### config.mk
export PLATFORM = sky130hd
export DESIGN_NAME = mbox_credit_fifo
export DESIGN_NICKNAME = d
export VERILOG_FILES = /design/src/rtl/mbox_credit_fifo.sv
export SDC_FILE = /design/constraint.sdc
export NUM_CORES = 1
export LEC_CHECK = 0
export BUFFER_PORTS_ARGS = -buffer_cell sky130_fd_sc_hd__buf_2
export CORE_ASPECT_RATIO = 0.5
export CORE_UTILIZATION = 48
export DETAILED_ROUTE_END_ITERATION = 7
export GPL_ROUTABILITY_DRIVEN = 0
export PLACE_DENSITY_LB_ADDON = 0.08
export SYNTH_ARGS = -nofsm -noshare
export SYNTH_HDL_FRONTEND = slang
export SYNTH_SLANG_ARGS = --single-unit
### constraint.sdc
create_clock -name clk -period 5.7 [get_ports clk]
set_clock_uncertainty 0.15 [all_clocks]
set_input_delay 0.285 -clock clk [delete_from_list [all_inputs] [get_ports clk]]
set_output_delay 0.285 -clock clk [all_outputs]
set_load 0.1 [all_outputs]
### src/rtl/mbox_credit_fifo.sv
module mbox_credit_fifo #(
  parameter int DEPTH = 4096,
  parameter int DW = 32,
  localparam int AW = $clog2(DEPTH),
  localparam int CW = AW + 1
) (
  input  logic          clk,
  input  logic          rst_n,
  input  logic          flush,
  input  logic [CW-1:0] rel_thresh,
  input  logic          ahb_sel,
  input  logic [DW-1:0] ahb_wdata,
  output logic          ahb_ready,
  input  logic          st_valid,
  input  logic [DW-1:0] st_data,
  input  logic          rd_req,
  output logic          rd_ready,
  output logic          rd_valid,
  output logic [DW-1:0] rd_data,
  output logic          mem_en,
  output logic          mem_we,
  output logic [AW-1:0] mem_addr,
  output logic [DW-1:0] mem_wdata,
  input  logic [DW-1:0] mem_rdata,
  output logic [CW-1:0] credits,
  output logic          pkt_irq,
  output logic          rel_valid,
  input  logic          rel_ready,
  output logic [CW-1:0] rel_delta,
  output logic          overrun,
  output logic          underrun
);
  localparam logic [CW-1:0] FULL = CW'(DEPTH);

  logic [AW-1:0] wptr, rptr;
  logic [CW-1:0] used, remain, acc;
  logic          ahb_dp, rd_zero;

  wire full   = (used == FULL);
  wire empty  = (used == '0);
  wire w_fire = st_valid | ahb_dp;
  wire [DW-1:0] w_data = st_valid ? st_data : ahb_wdata;
  wire w_ok   = w_fire & ~full;
  wire r_fire = rd_req & rd_ready;
  wire r_ok   = r_fire & ~empty;
  wire [CW-1:0] len = w_data[CW-1:0];
  wire [CW-1:0] thr = (rel_thresh == '0) ? CW'(1) : rel_thresh;
  wire xfer   = (acc >= thr) & ~(rel_valid & ~rel_ready);
  wire last   = (remain == '0) ? (len == '0) : (remain == CW'(1));

  assign ahb_ready = ~(ahb_dp & st_valid);
  assign rd_ready  = ~w_fire;
  assign rd_data   = rd_zero ? '0 : mem_rdata;
  assign mem_en    = w_ok | r_ok;
  assign mem_we    = w_ok;
  assign mem_addr  = w_ok ? wptr : rptr;
  assign mem_wdata = w_data;
  assign credits   = FULL - used;

  always_ff @(posedge clk or negedge rst_n) begin
    if (!rst_n) begin
      ahb_dp <= 1'b0;
      rd_valid <= 1'b0;
      rd_zero <= 1'b0;
      overrun <= 1'b0;
      underrun <= 1'b0;
      rel_valid <= 1'b0;
      rel_delta <= '0;
    end else begin
      if (ahb_ready) ahb_dp <= ahb_sel;
      rd_valid <= r_fire;
      rd_zero <= ~r_ok;
      if (w_fire & full) overrun <= 1'b1;
      if (r_fire & empty) underrun <= 1'b1;
      if (rel_valid & rel_ready) rel_valid <= 1'b0;
      if (xfer & ~flush) begin
        rel_valid <= 1'b1;
        rel_delta <= acc;
      end
    end
  end

  always_ff @(posedge clk or negedge rst_n) begin
    if (!rst_n) begin
      wptr <= '0;
      rptr <= '0;
      used <= '0;
      remain <= '0;
      acc <= '0;
      pkt_irq <= 1'b0;
    end else if (flush) begin
      wptr <= '0;
      rptr <= '0;
      used <= '0;
      remain <= '0;
      acc <= '0;
      pkt_irq <= 1'b0;
    end else begin
      pkt_irq <= w_ok & last;
      if (w_ok) begin
        wptr <= wptr + 1'b1;
        used <= used + 1'b1;
        remain <= (remain == '0) ? len : remain - 1'b1;
      end
      if (r_ok) begin
        rptr <= rptr + 1'b1;
        used <= used - 1'b1;
      end
      acc <= (xfer ? '0 : acc) + CW'(r_ok);
    end
  end
endmodule

==> results of run 1 <==
metal layers:
metal / vias to the layer above / global-route usage [%]
met4: 0 / 5.87
met3: 19 / 5.22
met2: 120 / 40.1
li1: 2734 / -
met5: - / 0
met1: 2609 / 30.2
worst reg2reg max path: cells and delay by family, from the launching register on:
family,cells,cell delay [ns]
multiplexers,1,0.51
buffers and inverters,2,0.53
AND/OR/NAND/NOR,4,0.92
adder cells (fa/ha/maj),2,0.85
flip-flops,1,0.49
AO/OA/AOI/OAI,4,1.30
state kept, by name (all words and copies together), names as in the netlist:
signal	cells
rptr	12
rd_zero	1
rel_valid	1
underrun	1
ahb_dp	1
acc	13
wptr	12
used	13
overrun	1
rel_delta	13
rd_valid	1
pkt_irq	1
remain	13
timing repair:
action | 4_1_cts | 5_1_grt
hold endpoints to repair | 17 | 0
hold buffers | 2 | 0
resized for setup | 0 | 0
layout by cell type (no fill, tap or decap), types with 7 or more instances in the layout:
cell,count
ha_1,31
nor3_1,12
nor2_1,68
inv_1,31
xnor2_1,32
mux2i_1,14
nor2b_1,39
o211ai_1,7
and3_1,11
clkbuf_16,9
nand4_1,11
mux2_2,32
dfrtp_1,83
o21ai_0,22
xor2_1,19
nand3_1,18
buf_2,225
nand2_1,71
mux2_1,10
nor4_1,12
a21oi_1,29
synthesized netlist by cell type (all sizes together) (2+ instances only):
master  count  area, um2
or4         3       22.5
a211oi      7       67.6
nand4      11       68.8
xnor2      32        280
a211o       2       17.5
and2        3       21.3
nor2b      39        244
or3         4       25.0
and4        4       35.0
nand2b      3       18.8
a21o        4       30.0
mux2       42        473
nand3b      2       15.0
o41ai       2       17.5
nand2      71        267
inv        32        120
buf        15        105
a21oi      29        145
clkbuf     14       52.6
nor4       14        109
nand4b      3       26.3
nand3      18       90.1
o211ai      7       52.6
nor3       13       70.1
o21ai      29        160
ha         31        388
dfrtp      83       2080
nor4b       4       35.0
o21bai      2       15.0
mux2i      14        140
xor2       19        166
or2         3       21.3
a31o        3       26.3
nor2       68        255
and3       11       68.8
kinds of logic after synthesis:
kind of cell,Yosys count,synth area share [%]
compound gates,97,10.9
simple gates,278,24.2
flops,83,35.0
mux,57,10.7
buf+inv,62,4.77
fa+ha+maj,32,6.88
xor+xnor,51,7.53
stage by stage:
stage               hold slack, ns  util (%)  cell area (um2)
floorplan                   -0.161         -             5930
global placement           0.00860      59.9             7130
detailed placement         0.00953      59.9             7130
CTS                         0.0751      62.8             7480
global route                0.0865      62.8             7480
finish                      0.0851      62.8             7480
report_power, final:
part	total (W)	switching (W)	leakage, nW	internal, W
sequential	0.000766	0.000107	1.13	0.000659
clock	0.000640	0.000233	0.159	0.000407
combinational	0.00189	0.00144	2.59	0.000448
total	0.00330	0.00178	3.88	0.00151
layout make-up:
type | count | area [um2] | share of cell area (%)
multi-input cells | 515 | 3570 | 47.7
flip-flops and latches | 83 | 2080 | 27.8
repair buffers | 231 | 1180 | 15.7
clock buffers | 12 | 256 | 3.43
well taps | 165 | 206 | 2.76
inverters | 33 | 125 | 1.67
clock inverters | 4 | 72.6 | 0.970
path summary, 6_finish.rpt:
path                                            from                       end  slack (ns)  cells after the start
max in group asynchronous                      rst_n      rptr[10]$_DFFE_PN0P_        4.09                      3
worst max-delay path             used[0]$_DFFE_PN0P_      used[12]$_DFFE_PN0P_        0.90                     13
worst min-delay path                          rd_req        rd_valid$_DFF_PN0_        0.09                      2
worst max register to register   used[0]$_DFFE_PN0P_      used[12]$_DFFE_PN0P_        0.90                     13
min in group asynchronous                      rst_n  rel_delta[9]$_DFFE_PN0P_        0.21                      2
worst min register to register  underrun$_DFFE_PN0P_      underrun$_DFFE_PN0P_        0.32                      1
==> impl_metrics.tcl, run 1 <==
set metrics [dict create \
    outcome "finished, final reports clean" \
    first_iter_violations 287 \
    highest_layer "met4" \
    fin_ws_ns 0.904 \
    drive_gt1_share_pct 33.8 \
    cts-buffers-inserted 9 \
    synth_edf_count 0 \
    route.detailed.drc 0 \
    grt_antenna_before_repair 0 \
    ys_warn_count 0 \
    setup_tns_ns 0 \
    grt_pass1_vias 5003 \
    met3WireLength_um 630 \
    crit_path_end_kind "flip-flop" \
    clockRootBuffer "clkbuf_16" \
    rsz0062_at_grt "no" \
    worstSetupStartpointType "flip-flop" \
    cpMostUsedCell "inv_1" \
    slowest_stage "fa_1" \
    clockBufferDepth 2 \
    die_x_um 159 \
    dp.cells 1025 \
    dr_wl_met2_um 7260 \
    rows 28 \
    drt_pass1_iterations 4 \
    dp_hpwl_um 11200 \
    synthDistinctLibCells 69 \
    relSlewSlack_pct 20.8 \
    overflow 0 \
    path_buf_inv 2 \
    vias 5482 \
    tightest_slew_ns 1.18 \
    min_period_ns 4.80 \
    p_total_w 0.00330 \
    drv_cap 0 \
    grt_max_degree 68 \
    ant_nets 0 \
    port_buffers 226 \
    boundaryPins 227 \
    power.leakage_nw 3.88 \
    yosys_most_used_dff "dfrtp_1" \
    synthArstFlopShare_pct 100 \
    dieArea_um2 12800 \
    path_cells "inv_1 > ha_1 > nor4b_1 > nand4_1 > o21ai_2 > inv_1 > fa_1 > a21o_1 > a2111oi_2 > a221oi_1 > nor3_2 > mux4_2 > nor2_1" \
    crit_family "compound AO/OA/AOI/OAI gates" \
    avgSynthCellArea_um2 8.98 \
    grtUsageTotal_pct 23.4 \
    finalSetupViolCount 0 \
    slowest_delay_ns 0.55 \
    routedLengthMet1_um 7000 \
    clk_latency_ns 0.34 \
    cp.arrival_ns 4.91 \
    syn_area_um2 5930 \
    synth_seq_area_share_pct 35.0 \
    cts_sinks 83 \
    drv_slew 0 \
    area_growth_pct 26.2 \
    fillers 1045 \
    final_cells 1043 \
    finalNetCount 1021 \
    powerDensity_nw_per_um2 441 \
    post-cts-setup-buffer-count 0 \
    core_area_um2 11900 \
    hold_path_class "in2reg" \
    cts.clk_slew.worst_paths_ns 0.06 \
    critPathMaxFanout 18 \
    finalWirelength_um 15100 \
    diodes 0 \
    netlist_instances 660 \
    max_clock_freq_mhz 209 \
    required_ns 5.82 \
    worst-setup-path-type "reg2reg" \
    grt_pass1_wl_um 24200 \
    cts_tree "yes" \
    fin_crit_sh_pct 84.1 \
    finalHoldViolCount 0 \
    h-tree-depth 3 \
    vdd_drop_max_uv 844 \
    synth_seq_cells 83 \
    viasPerCell 5.26 \
    start_util_pct 49.8 \
    die_h_um 80.6 \
    pre_cts_ws_ns 0.976 \
    synth_nets 808 \
    routedWlPerCell_um 14.5 \
]
(Power assumes the default switching activity.)
==> run 2: changes to the inputs <==
--- a/config.mk
+++ b/config.mk
@@ -7,7 +7,7 @@
 export LEC_CHECK = 0
 export BUFFER_PORTS_ARGS = -buffer_cell sky130_fd_sc_hd__buf_2
 export CORE_ASPECT_RATIO = 0.5
-export CORE_UTILIZATION = 48
+export CORE_UTILIZATION = 45
 export DETAILED_ROUTE_END_ITERATION = 7
 export GPL_ROUTABILITY_DRIVEN = 0
 export PLACE_DENSITY_LB_ADDON = 0.08
==> constraint.sdc (replaced) <==
create_clock -name clk -period 4.35 [get_ports clk]
set_clock_uncertainty 0.15 [all_clocks]
set_input_delay 0.2175 -clock clk [delete_from_list [all_inputs] [get_ports clk]]
set_output_delay 0.2175 -clock clk [all_outputs]
set_load 0.1 [all_outputs]
==> impl_metrics.tcl, run 2 (synthesized netlist as in run 1, its figures left out) <==
set metrics [dict create \
    clockBufferDepth 2 \
    drt_pass1_iterations 4 \
    cp.arrival_ns 4.00 \
    power.leakage_nw 3.92 \
    critPathMaxFanout 6 \
    finalSetupViolCount 0 \
    first_iter_violations 318 \
    die_x_um 164 \
    post-cts-setup-buffer-count 0 \
    max_clock_freq_mhz 257 \
    cts_sinks 83 \
    fin_crit_sh_pct 89.5 \
    final_area_um2 7560 \
    required_ns 4.46 \
    finalNetCount 1027 \
    cts.clk_slew.worst_paths_ns 0.06 \
    route.detailed.drc 0 \
    hold_path_class "in2reg" \
    grt_pass1_vias 5266 \
    min_period_ns 3.89 \
    area_growth_pct 27.5 \
    drv_slew 0 \
    grt_pass1_wl_um 25300 \
    clk_latency_ns 0.34 \
    dieArea_um2 13700 \
    clockRootBuffer "clkbuf_16" \
    fillers 1189 \
    worst-setup-path-type "reg2reg" \
    port_buffers 226 \
    powerDensity_nw_per_um2 582 \
    final_cell_mix "buf_2, dfrtp_1, nand2_1" \
    start_util_pct 46.4 \
    boundaryPins 227 \
    viasPerCell 5.18 \
    r2r.worst_path.cells 13 \
    setup_tns_ns 0 \
    grt_antenna_before_repair 0 \
    tightest_slew_ns 1.09 \
    hold_depth 2 \
    drv_cap 0 \
    core_area_um2 12800 \
    multi_input_area_um2 3570 \
    die_h_um 83.2 \
    overflow 0 \
    cts-buffers-inserted 9 \
    finalHoldViolCount 0 \
    p_total_w 0.00440 \
    rows 29 \
    routedWlPerCell_um 14.4 \
    r2r_slack_ns 0.46 \
    crit_path_end_kind "flip-flop" \
    final-seq-area_um2 2080 \
    layout_commonest_cell "buf_2" \
    diodes 0 \
    placed_area_um2 7180 \
    grtUsageTotal_pct 23.0 \
    worstSetupStartpointType "flip-flop" \
    cts_tree "yes" \
    relSlewSlack_pct 26.6 \
    outcome "finished, final reports clean" \
    grt_max_degree 59 \
    rsz0062_at_grt "no" \
    finalWirelength_um 15200 \
    vias 5462 \
    vdd_drop_max_uv 922 \
    drive_gt1_share_pct 34.4 \
    ant_nets 0 \
    dp_hpwl_um 11500 \
    h-tree-depth 3 \
]
==> run 2: timing repair <==
item                                   in CTS  in global routing
gates resized for setup                     0                  0
hold buffers                                2                  0
endpoints found under the hold margin      37                  0
==> run 2: where the power goes <==
group	total, W	internal [W]	switching, W
clock	0.000895	0.000578	0.000317
combinational	0.00251	0.000607	0.00190
sequential	0.000993	0.000863	0.000129
total	0.00440	0.00205	0.00235
==> run 2: metrics by stage <==
stage	worst slack (ns)	utilization (%)	hold WS [ns]	cells
6_report	0.458	59.2	0.0172	1054
2_1_floorplan	0.465	-	-0.228	660
3_5_place_dp	0.504	56.3	0.0681	1036
5_1_grt	0.141	59.2	0.0116	1054
3_3_place_gp	0.628	56.3	0.0667	1036
4_1_cts	0.464	59.2	0.00850	1054
==> run 2: layout make-up <==
cell class	count	share of cell area (%)
inverters	33	1.66
clock buffers	10	3.16
well taps	170	2.82
flip-flops and latches	83	27.5
multi-input cells	515	47.2
repair buffers	237	16.2
clock inverters	6	1.49
==> run 2: per-layer routing <==
metal  vias to the layer above  track usage (%)  wire (um)
met4                         0             5.47        116
met3                        14             4.55        770
met5                         -                0          0
li1                       2753                -          -
met2                       122             37.2       7170
met1                      2573             31.6       7160
==> run 2: final timing paths <==
check,start,endpoint
setup / recovery,used[0]$_DFFE_PN0P_,used[12]$_DFFE_PN0P_
hold / removal,rd_req,rd_valid$_DFF_PN0_
setup reg to reg,used[0]$_DFFE_PN0P_,used[12]$_DFFE_PN0P_
hold reg to reg,underrun$_DFFE_PN0P_,underrun$_DFFE_PN0P_
max in group asynchronous,rst_n,used[5]$_DFFE_PN0P_
min in group asynchronous,rst_n,rel_delta[8]$_DFFE_PN0P_
==> run 2: critical path, stage by stage (launching register included) <==
cell,delay [ns]
dfrtp_1,0.37
inv_1,0.05
ha_1,0.17
nor4b_1,0.34
nand4_1,0.30
o21ai_2,0.23
inv_1,0.16
fa_1,0.46
a21o_1,0.23
a2111oi_2,0.41
a221oi_1,0.17
nor3_2,0.16
mux4_2,0.51
nor2_1,0.09
==> run 3: changes to the inputs <==
--- a/config.mk
+++ b/config.mk
@@ -10,7 +10,7 @@
 export CORE_UTILIZATION = 45
 export DETAILED_ROUTE_END_ITERATION = 7
 export GPL_ROUTABILITY_DRIVEN = 0
-export PLACE_DENSITY_LB_ADDON = 0.08
+export PLACE_DENSITY = 0.77
 export SYNTH_ARGS = -nofsm -noshare
 export SYNTH_HDL_FRONTEND = slang
 export SYNTH_SLANG_ARGS = --single-unit
==> impl_metrics.tcl, run 3 (synthesized netlist as in run 1, its figures left out) <==
set metrics [dict create \
    outcome "finished, final reports clean" \
    r2r_start "used[1]$_DFFE_PN0P_" \
    rows 29 \
    worstSetupStartpointType "flip-flop" \
    post-cts-setup-buffer-count 0 \
    crit_path_end_kind "flip-flop" \
    grtUsageTotal_pct 22.7 \
    slowest_delay_ns 0.51 \
    p_total_w 0.00425 \
    cts-buffers-inserted 9 \
    crit_start "used[1]$_DFFE_PN0P_" \
    vias 5599 \
    slowest_stage "mux4_2" \
    grt_pass1_wl_um 25100 \
    drv_cap 0 \
    first_iter_violations 449 \
    crit_cells 13 \
    cts_tree "yes" \
    multi_input_area_um2 3570 \
    drt_pass1_iterations 4 \
    overflow 0 \
    route.detailed.drc 0 \
    finalNetCount 1026 \
    cts_sinks 83 \
    r2r_slack_ns 0.23 \
    rsz0062_at_grt "no" \
    final_cell_mix "buf_2, dfrtp_1, nand2_1" \
    r2r-end "used[12]$_DFFE_PN0P_" \
    cpMostUsedCell "inv_1" \
    routedWlPerCell_um 14.7 \
    cp.arrival_ns 4.24 \
    boundaryPins 227 \
    worst-setup-path-type "reg2reg" \
    crit_end "used[12]$_DFFE_PN0P_" \
    layout_commonest_cell "buf_2" \
    dp.cells 1035 \
    powerDensity_nw_per_um2 569 \
    path_buf_inv 2 \
    final-seq-area_um2 2080 \
    required_ns 4.47 \
    diodes 0 \
    dp_hpwl_um 11500 \
    core_area_um2 12800 \
    drv_slew 0 \
    hold_path_class "in2reg" \
    max_clock_freq_mhz 243 \
    tightest_slew_ns 1.15 \
    finalWirelength_um 15500 \
    clockBufferDepth 2 \
    utilization_pct 58.6 \
    crit_family "compound AO/OA/AOI/OAI gates" \
    viasPerCell 5.32 \
    start_util_pct 46.4 \
    finalSetupViolCount 0 \
    die_x_um 164 \
    die_h_um 83.2 \
    dieArea_um2 13700 \
    h-tree-depth 3 \
    holdWs_ns 0.0264 \
    grt_antenna_before_repair 0 \
    cts_resized 0 \
    critPathMaxFanout 7 \
    min_period_ns 4.12 \
    drive_gt1_share_pct 34.1 \
    fillers 1170 \
    grt_pass1_vias 5232 \
    r2r.worst_path.cells 13 \
    ant_nets 0 \
    area_growth_pct 26.2 \
    clockRootBuffer "clkbuf_16" \
    port_buffers 226 \
    final_cells 1052 \
    vdd_drop_max_uv 691 \
    relSlewSlack_pct 22.4 \
    power.leakage_nw 3.88 \
    fin_crit_sh_pct 94.8 \
    path_cells "inv_1 > ha_1 > nor4b_1 > nand4_1 > o21ai_2 > inv_1 > fa_1 > a21o_1 > a2111oi_2 > a221oi_1 > nor3_2 > mux4_2 > nor2_1" \
    clk_latency_ns 0.34 \
    finalHoldViolCount 0 \
    grt_max_degree 60 \
    setup_tns_ns 0 \
    cts.clk_slew.worst_paths_ns 0.06 \
]
==> run 3: changes by cell type in the layout (fill, tap and decap cells not counted), sizes merged <==
cell      delta
bufinv       -2
clkinvlp     +2
buf          -1
clkinv       -1
==> run 3: worst reg2reg max path, stage by stage (launching register included) <==
cell       delay, ns
dfrtp_1         0.47
inv_1           0.09
ha_1            0.15
nor4b_1         0.44
nand4_1         0.29
o21ai_2         0.21
inv_1           0.16
fa_1            0.46
a21o_1          0.24
a2111oi_2       0.46
a221oi_1        0.18
nor3_2          0.16
mux4_2          0.51
nor2_1          0.09
==> run 3: where the power goes <==
| part | internal (W) | switching (W) |
|---|---|---|
| combinational | 0.000601 | 0.00191 |
| clock | 0.000440 | 0.000305 |
| sequential | 0.000863 | 0.000135 |
| total | 0.00190 | 0.00235 |
==> run 3: area by class of cell <==
class	instances	area share (%)
Multi-Input combinational cell	515	47.7
Sequential cell	83	27.8
Timing Repair Buffer	236	16.2
Clock buffer	10	3.06
Tap cell	170	2.84
Inverter	33	1.67
Clock inverter	5	0.736
==> run 3: how the worst min path moves through the flow <==
stage	startpoint	endpoint	slack [ns]	cells past startpoint
after detailed placement	rst_n	rel_delta[10]$_DFFE_PN0P_	0.15	1
after global placement	rst_n	rel_delta[10]$_DFFE_PN0P_	0.14	1
after global routing	rd_req	rd_valid$_DFF_PN0_	0.01	2
final	rd_req	rd_valid$_DFF_PN0_	0.03	2
after CTS	rd_req	rd_valid$_DFF_PN0_	0.01	2
after floorplan	rst_n	acc[0]$_DFF_PN0_	-0.23	0
==> run 3: per-layer routing <==
metal	wire length [um]	vias up	GRT usage, %
met2	7560	146	38.2
li1	-	2743	-
met1	7070	2695	30.2
met3	683	15	4.40
met5	0	-	0
met4	141	0	5.13
==> run 3: stage by stage <==
stage,setup WS [ns],area [um2]
final,0.227,7480
after floorplan,0.465,5930
after global routing,0.0377,7480
after global placement,0.549,7180
after detailed placement,0.355,7180
after CTS,0.340,7480
==> run 3: timing repair <==
item,in CTS,in global routing
endpoints found under the hold margin,51,0
hold buffers,2,0
endpoints found under the setup margin,0,0
